--- config.mk ---
export PLATFORM = sky130hd
export DESIGN_NAME = int_exec_unit
export DESIGN_NICKNAME = d
export VERILOG_FILES = /design/src/rtl/int_exec_unit.sv
export SDC_FILE = /design/constraint.sdc
export NUM_CORES = 1
export LEC_CHECK = 0
export BUFFER_PORTS_ARGS = -buffer_cell sky130_fd_sc_hd__buf_2
export CAP_MARGIN = 20
export CORE_MARGIN = 2
export CORE_UTILIZATION = 30
export DETAILED_ROUTE_END_ITERATION = 8
export GPL_TIMING_DRIVEN = 0
export MAX_ROUTING_LAYER = met4
export PLACE_DENSITY = 0.63
export SETUP_SLACK_MARGIN = 0.05
export SKIP_LAST_GASP = 1
export SYNTH_ARGS = -nofsm -noshare
export SYNTH_HDL_FRONTEND = slang
export SYNTH_SLANG_ARGS = --single-unit
--- constraint.sdc ---
create_clock -name clk -period 9.8 [get_ports clk]
set_clock_uncertainty 0.15 [all_clocks]
set_input_delay 0 -clock clk [delete_from_list [all_inputs] [get_ports clk]]
set_output_delay 0 -clock clk [all_outputs]
set_load 0.01 [all_outputs]
--- src/rtl/int_exec_unit.sv ---
module int_exec_unit #(
  parameter int W = 32,
  parameter int IMM_MAX = 4095
) (
  input  logic         clk,
  input  logic         rst,
  input  logic [3:0]   op_i,
  input  logic [W-1:0] opa_i,
  input  logic [W-1:0] opb_i,
  input  logic         setf_i,
  input  logic         cond_ok_i,
  input  logic         imm_i,
  input  logic         base_is_pc_i,
  input  logic         dst_is_pc_i,
  output logic [W-1:0] res_o,
  output logic         res_we_o,
  output logic         branch_o,
  output logic [W-1:0] target_o,
  output logic         illegal_o,
  output logic [3:0]   flags_o
);
  localparam logic [3:0] OP_ADD = 4'd0, OP_ADC = 4'd1, OP_SUB = 4'd2, OP_SBC = 4'd3,
                         OP_RSB = 4'd4, OP_AND = 4'd5, OP_ORR = 4'd6, OP_EOR = 4'd7,
                         OP_BIC = 4'd8, OP_ORN = 4'd9;

  logic [3:0]   flg_q;
  logic [W-1:0] base, ax, ay;
  logic         cin, is_arith, bad_op, bad_pc_dst, bad_pc_base, exec;
  logic [W:0]   sum;
  logic         c_new, v_new;

  assign base = base_is_pc_i ? {opa_i[W-1:2], 2'b00} : opa_i;

  always_comb begin
    ax = base;
    ay = opb_i;
    cin = 1'b0;
    is_arith = 1'b1;
    case (op_i)
      OP_ADD: ;
      OP_ADC: cin = flg_q[1];
      OP_SUB: begin ay = ~opb_i; cin = 1'b1; end
      OP_SBC: begin ay = ~opb_i; cin = flg_q[1]; end
      OP_RSB: begin ax = opb_i; ay = ~base; cin = 1'b1; end
      default: is_arith = 1'b0;
    endcase
  end

  assign sum   = {1'b0, ax} + {1'b0, ay} + {{W{1'b0}}, cin};
  assign c_new = is_arith ? sum[W] : flg_q[1];
  assign v_new = is_arith ? ((ax[W-1] == ay[W-1]) && (sum[W-1] != ax[W-1])) : flg_q[0];

  always_comb begin
    case (op_i)
      OP_AND:  res_o = base & opb_i;
      OP_ORR:  res_o = base | opb_i;
      OP_EOR:  res_o = base ^ opb_i;
      OP_BIC:  res_o = base & ~opb_i;
      OP_ORN:  res_o = base | ~opb_i;
      default: res_o = sum[W-1:0];
    endcase
  end

  assign bad_op      = (op_i > OP_ORN);
  assign bad_pc_dst  = dst_is_pc_i && !(op_i == OP_ADD && !imm_i && !setf_i);
  assign bad_pc_base = base_is_pc_i && !dst_is_pc_i &&
                       !((op_i == OP_ADD || op_i == OP_SUB) && !setf_i && imm_i &&
                         (opb_i <= W'(IMM_MAX)));
  assign illegal_o   = bad_op || bad_pc_dst || bad_pc_base;
  assign exec        = cond_ok_i && !illegal_o;

  assign res_we_o = exec && !dst_is_pc_i;
  assign branch_o = exec && dst_is_pc_i;
  assign target_o = {res_o[W-1:1], 1'b0};

  always_ff @(posedge clk) begin
    if (rst) flg_q <= 4'b0000;
    else if (exec && setf_i) flg_q <= {res_o[W-1], (res_o == '0), c_new, v_new};
  end

  assign flags_o = flg_q;
endmodule

---- Word-level counts from Yosys, hierarchy flattened ----
Cells that the tools add are included.
storage, ports and cells
  register bits ........................... 4
  input port bits ......................... 75
  output and inout port bits .............. 71
cells by class
  add/subtract/negate cells ............... 2
  reductions and logical operators ........ 29
  bitwise operators ....................... 7
  eq/ne operators ......................... 11
  magnitude comparators ................... 2
  multiplexer cells ....................... 6
operator list
  operator                                                                 count
  32-bit one-hot mux with 5 select lines                                   1
  32-bit AND                                                               2
  32-bit NOT                                                               2
  32-bit bitwise OR                                                        2
  32-bit one-hot mux with 2 select lines                                   1
  32-bit by 32-bit adder with 33-bit output                                1
  33-bit by 1-bit adder with 33-bit output                                 1
  32-bit by 12-bit <= comparator with 1-bit output, second input constant  1
  32-bit zero test                                                         1
  32-bit 2-to-1 mux                                                        1
  32-bit XOR                                                               1
  4-bit by 3-bit equality test with 1-bit output, second input constant    4
  1-bit logical AND                                                        13
  4-bit by 2-bit equality test with 1-bit output, second input constant    2
  4-bit equality test, second input constant                               2
  1-bit zero test                                                          6
  2-bit OR reduction                                                       3
  5-bit OR reduction                                                       1
  4-bit by 1-bit equality test with 1-bit output, second input constant    1
  4-bit > comparator, second input constant                                1
  4-bit zero test                                                          1
  1-bit logical OR                                                         3
  2-bit 2-to-1 mux                                                         1
  1-bit one-hot mux with 2 select lines                                    1
  4 further kinds                                                          4

---- Depth between registers and ports, before layout ----
  word-level depth ........................ 12
  depth in mapped cells ................... 20
  depth with buffers taken out ............ 17

---- Worst setup path after synthesis ----
Ideal clock, no wire load.
  kind .................................... in2reg
  start ................................... in op_i[1]
  end ..................................... reg flg_q[2] (netlist: flags_o[2])
  path slack .............................. 5409 ps
  cell stages on the path ................. 20
  setup time .............................. 59 ps
  data arrival time ....................... 4182 ps
  buffers on the path ..................... 4
  required time ........................... 9591 ps
  cells stage by stage .................... clkbuf_1 -> clkbuf_1 -> or3b_2 -> clkbuf_1 -> clkbuf_1 -> nor2_1 -> a221o_1 -> fa_1 -> inv_1 -> fa_1 -> nand2b_1 -> a211o_1 -> a211oi_1 -> o21bai_1 -> a2111oi_0 -> nor4_1 -> or3_2 -> nor4_2 -> nand4_1 -> nand2_1
between the ends
  elaborated cells between the ends (all ways) .. 36
  classes of those cells .................. add/sub: 2; order compare: 1; eq/ne: 9; mux: 4; reduce/logical: 20
RTL lines
  what                                            RTL line  RTL
  from (decl)                                     7         input logic [3:0] op_i,
  4-bit by 2-bit equality test with 1-bit output  39        case (op_i)
  2-bit OR reduction (no source line)             --
  32-bit one-hot mux with 2 select lines          39
  32-bit by 32-bit adder with 33-bit output       49        assign sum = {1'b0, ax} + {1'b0, ay} + {{W{1'b0}}, cin};
  33-bit by 1-bit adder with 33-bit output        49
  32-bit one-hot mux with 5 select lines (*)      54        case (op_i)
  via res_o[18]                                   15        output logic [W-1:0] res_o,
  32-bit zero test (*)                            78        else if (exec && setf_i) flg_q <= {res_o[W-1], (res_o == '0), c_new, v_new};
  to (signal assigned)                            78
  to (decl)                                       26        logic [3:0] flg_q;
The timed path passes the listed nets; every way through them passes the cells marked *.
A chain may end at the register's enable or synchronous reset.

---- Worst setup path after layout ----
  start ................................... in op_i[1]
  end ..................................... reg flg_q[2] (netlist: flags_o[2])
between the ends
  longest elaborated chain between the ends .. 11
  elaborated cells between the ends (all ways) .. 36
  classes of those cells .................. add/sub: 2; order compare: 1; eq/ne: 9; mux: 4; reduce/logical: 20
RTL lines
  what
  parallel branches: the longest is 11 deep, another holds 32-bit by 32-bit adder with 33-bit output
Parallel ways; which one is timed is not known.

==> impl_metrics.toml <==
[detailed_routing]
final_antenna_net_count = 0
drt_iter0_drc = 880
routed_wl_mm = 24.6
routedWlPerCell_um = 19.8
vias_per_cell = 5.95
drt_drc_violations_left = 0
vias = 7394
firstDrtPassIters = 6

[clock_network]
cts_sinks = 4
h-tree-depth = 1
path_clk_slew_ns = 0.03
cts_setup_buffers = 0
cts_hold_buffers = 1
cts_resized = 0
ctsLongestPathBuffers = 2
cts_root_buffer = "clkbuf_16"
cts_made_buffers = 3
clock_insertion_delay_worst_skew_ns = 0.22
cts_tree = "built"

[logic_synthesis]
synth_xor_area_share_pct = 2.60
synth_adder_area_share_pct = 13.1
synth_warnings = 0
synth_top_family_by_area = "compound AO/OA/AOI/OAI gates"
ys_seq_elements = 4
synth_ff_type = "dfxtp_1"
syn_nets = 975
synthSimpleGateAreaFrac_pct = 26.4
synth_top_area_cell = "o21ai_0"
synth_edf_count = 0
synth_cells = 867
synth_area_leaders = "o21ai_0 (12%), a21oi_1 (8.5%), nand2_1 (7.5%)"
yosysTopAreaCellShare_pct = 12.1
async_flop_share_pct = 0
synth.avg_cell_area_um2 = 6.23
ys_seq_area_share_pct = 1.48
muxShareOfSynthArea_pct = 1.85
synth_compound_area_share_pct = 41.6
syn-cell-area_um2 = 5400
ys_types = 83

[timing]
slew_headroom_pct = 35.2
fin_crit_ns = 5.44
fin_ws_ns = 4.36
tightest_slew_ns = 0.964
final-max-slew-violation-count = 0
whs_ns = 0.138
setup_tns_ns = 0
grt_setup_unrepaired = "false"
max_freq_ghz = 0.184
hold_viol = 0
setup_viol = 0
timing.final.crit_share_pct = 55.5

[floorplan]
core_um2 = 17800
io_pins = 146
row_count = 49
die_x_um = 138
start_util_pct = 30.4
die_h_um = 138
fp.dieArea_um2 = 19100

[global_routing]
grt_usage_pct = 25.0
grt-ovfl-total = 0
grt_pass1_wl_mm = 37.5
grt_start_max_net_pins = 11
grt_pass1_vias = 6792
grt_antenna_before_repair = 0

[worst_setup_path]
start_kind = "input port"
cp_num_buf_inv = 5
cp_top_family = "simple AND/OR/NAND/NOR gates"
crit_top_cell = "clkbuf_1"
path_cells = "clkbuf_1, clkbuf_1, or3b_2, clkbuf_1, clkbuf_1, nor2_1, a221o_1, fa_1, inv_1, fa_1, nand2b_1, a211o_1, a21bo_2, a31oi_1, or3_1, nand3_1, or4_1, nor4_2, nand4_1, nand2_1"
end_kind = "flop"
rr_endpoint = "flags_o[2]"
reg2reg_slack_ns = 5.24
critical-path-max-stage-delay_ns = 0.55
worstSetupPathType = "in -> reg"
crit_fanout = 10
worstPathRequired_ns = 9.82
r2r.worst_path.cells = 16
cp_slowest_cell = "or4_1"
r2r_start = "flags_o[1]"
crit_arrival_ns = 5.45

[cells_and_area]
area_growth_pct = 20.1
antenna_cells = 0
layout.cells.most_common_list = "buf_2 (153), o21ai_0 (130), nand2_1 (108)"
nNetsFinal = 1124
post_route_cells_drive_above_1_share_pct = 22.5
fillCellCount = 1988
layout_commonest_cell = "buf_2"
largest_reg_flops = 4
final_cell_area_um2 = 6480

[worst_hold_path]
hold_end = "res_we_o"
whs_path_depth = 3
hold_class = "in -> out"
hp-start = "dst_is_pc_i"

[place]
hpwl_mm = 19.4
place_area_um2 = 6400
io_buffers = 143
routabilityCongestion = 0.977
place_ws_ns = 4.25

[power]
pwr_density_cell_nw_per_um2 = 104
finalPower_w = 0.000678
leakagePower_nw = 2.88
peakVddDrop_v = 0.0000524

[status]
outcome = "completed"

[flow_run]
drv_cap = 0
## area by class of cell
cell class | count | area [µm²] | area share (%)
Buffer | 89 | 549 | 8.47
Clock buffer | 3 | 75.1 | 1.16
Inverter | 39 | 146 | 2.26
Multi-Input combinational cell | 735 | 4620 | 71.3
Sequential cell | 4 | 80.1 | 1.23
Tap cell | 229 | 287 | 4.42
Timing Repair Buffer | 144 | 726 | 11.2
## worst register-to-register path: stages (launching register included)
cell and delay [ns]:
dfxtp_1 0.35, nand2b_1 0.12, a21oi_1 0.07, a211oi_1 0.33
fa_1 0.27, inv_1 0.06, fa_1 0.40, nand2b_1 0.18
a211o_1 0.32, a21bo_2 0.28, a31oi_1 0.41, or3_1 0.18
nand3_1 0.21, or4_1 0.55, nor4_2 0.39, nand4_1 0.15
nand2_1 0.09
## cell usage after synthesis, types with 7 or more instances
library cell / instances
nand2b_1: 12
clkbuf_1: 35
nor2_1: 47
buf_4: 33
nor2b_1: 8
xnor2_1: 9
nand4_1: 12
o22ai_1: 19
a211o_1: 7
nand2_1: 108
o211ai_1: 11
o21ai_0: 130
a32oi_1: 21
nor4_1: 10
inv_1: 39
a21o_1: 15
nor3_1: 14
mux2i_1: 10
nand3_1: 32
maj3_1: 28
a211oi_1: 10
ha_1: 31
a21oi_1: 92
xor2_1: 7
buf_2: 10
## per-stage QoR
stage / std cells / util [%]
final: 1243 / 36.5
after global routing: 1243 / 36.5
after CTS: 1243 / 36.5
after detailed placement: 1239 / 36.0
after global placement: 1239 / 36.0
after floorplan: 867 / -
## layer usage
layer	track usage, %	wire length [µm]	up-vias
li1	-	-	3514
met1	32.0	10000	3360
met2	39.8	10900	429
met3	2.39	2310	91
met4	11.7	1410	0
met5	-	0	-
## cells by family after synthesis
kind of cell               count (synthesis)
adders and majority gates                 61
and+or+nand+nor                          288
DFF                                        4
other                                      1
muxes                                     10
buffers and inverters                    128
xor gates and xnor gates                  16
AOI/OAI and AO/OA                        359
## power breakdown
group | total [W] | internal [W] | switching (W)
Combinational | 0.000596 | 0.000250 | 0.000346
Sequential | 0.0000168 | 0.0000167 | 0.000000154
Clock | 0.0000645 | 0.0000522 | 0.0000123
Total | 0.000678 | 0.000319 | 0.000358
## worst max-delay path by stage
stage,start,end,slack [ns],cells after the start
after CTS,op_i[1],flags_o[2],4.46,20
after floorplan,op_i[1],flags_o[2],5.41,20
after global routing,op_i[1],flags_o[2],4.08,20
final,op_i[1],flags_o[2],4.36,20
after detailed placement,op_i[1],flags_o[2],4.25,20
after global placement,op_i[1],flags_o[2],4.27,20
(Power assumes the default switching activity.)
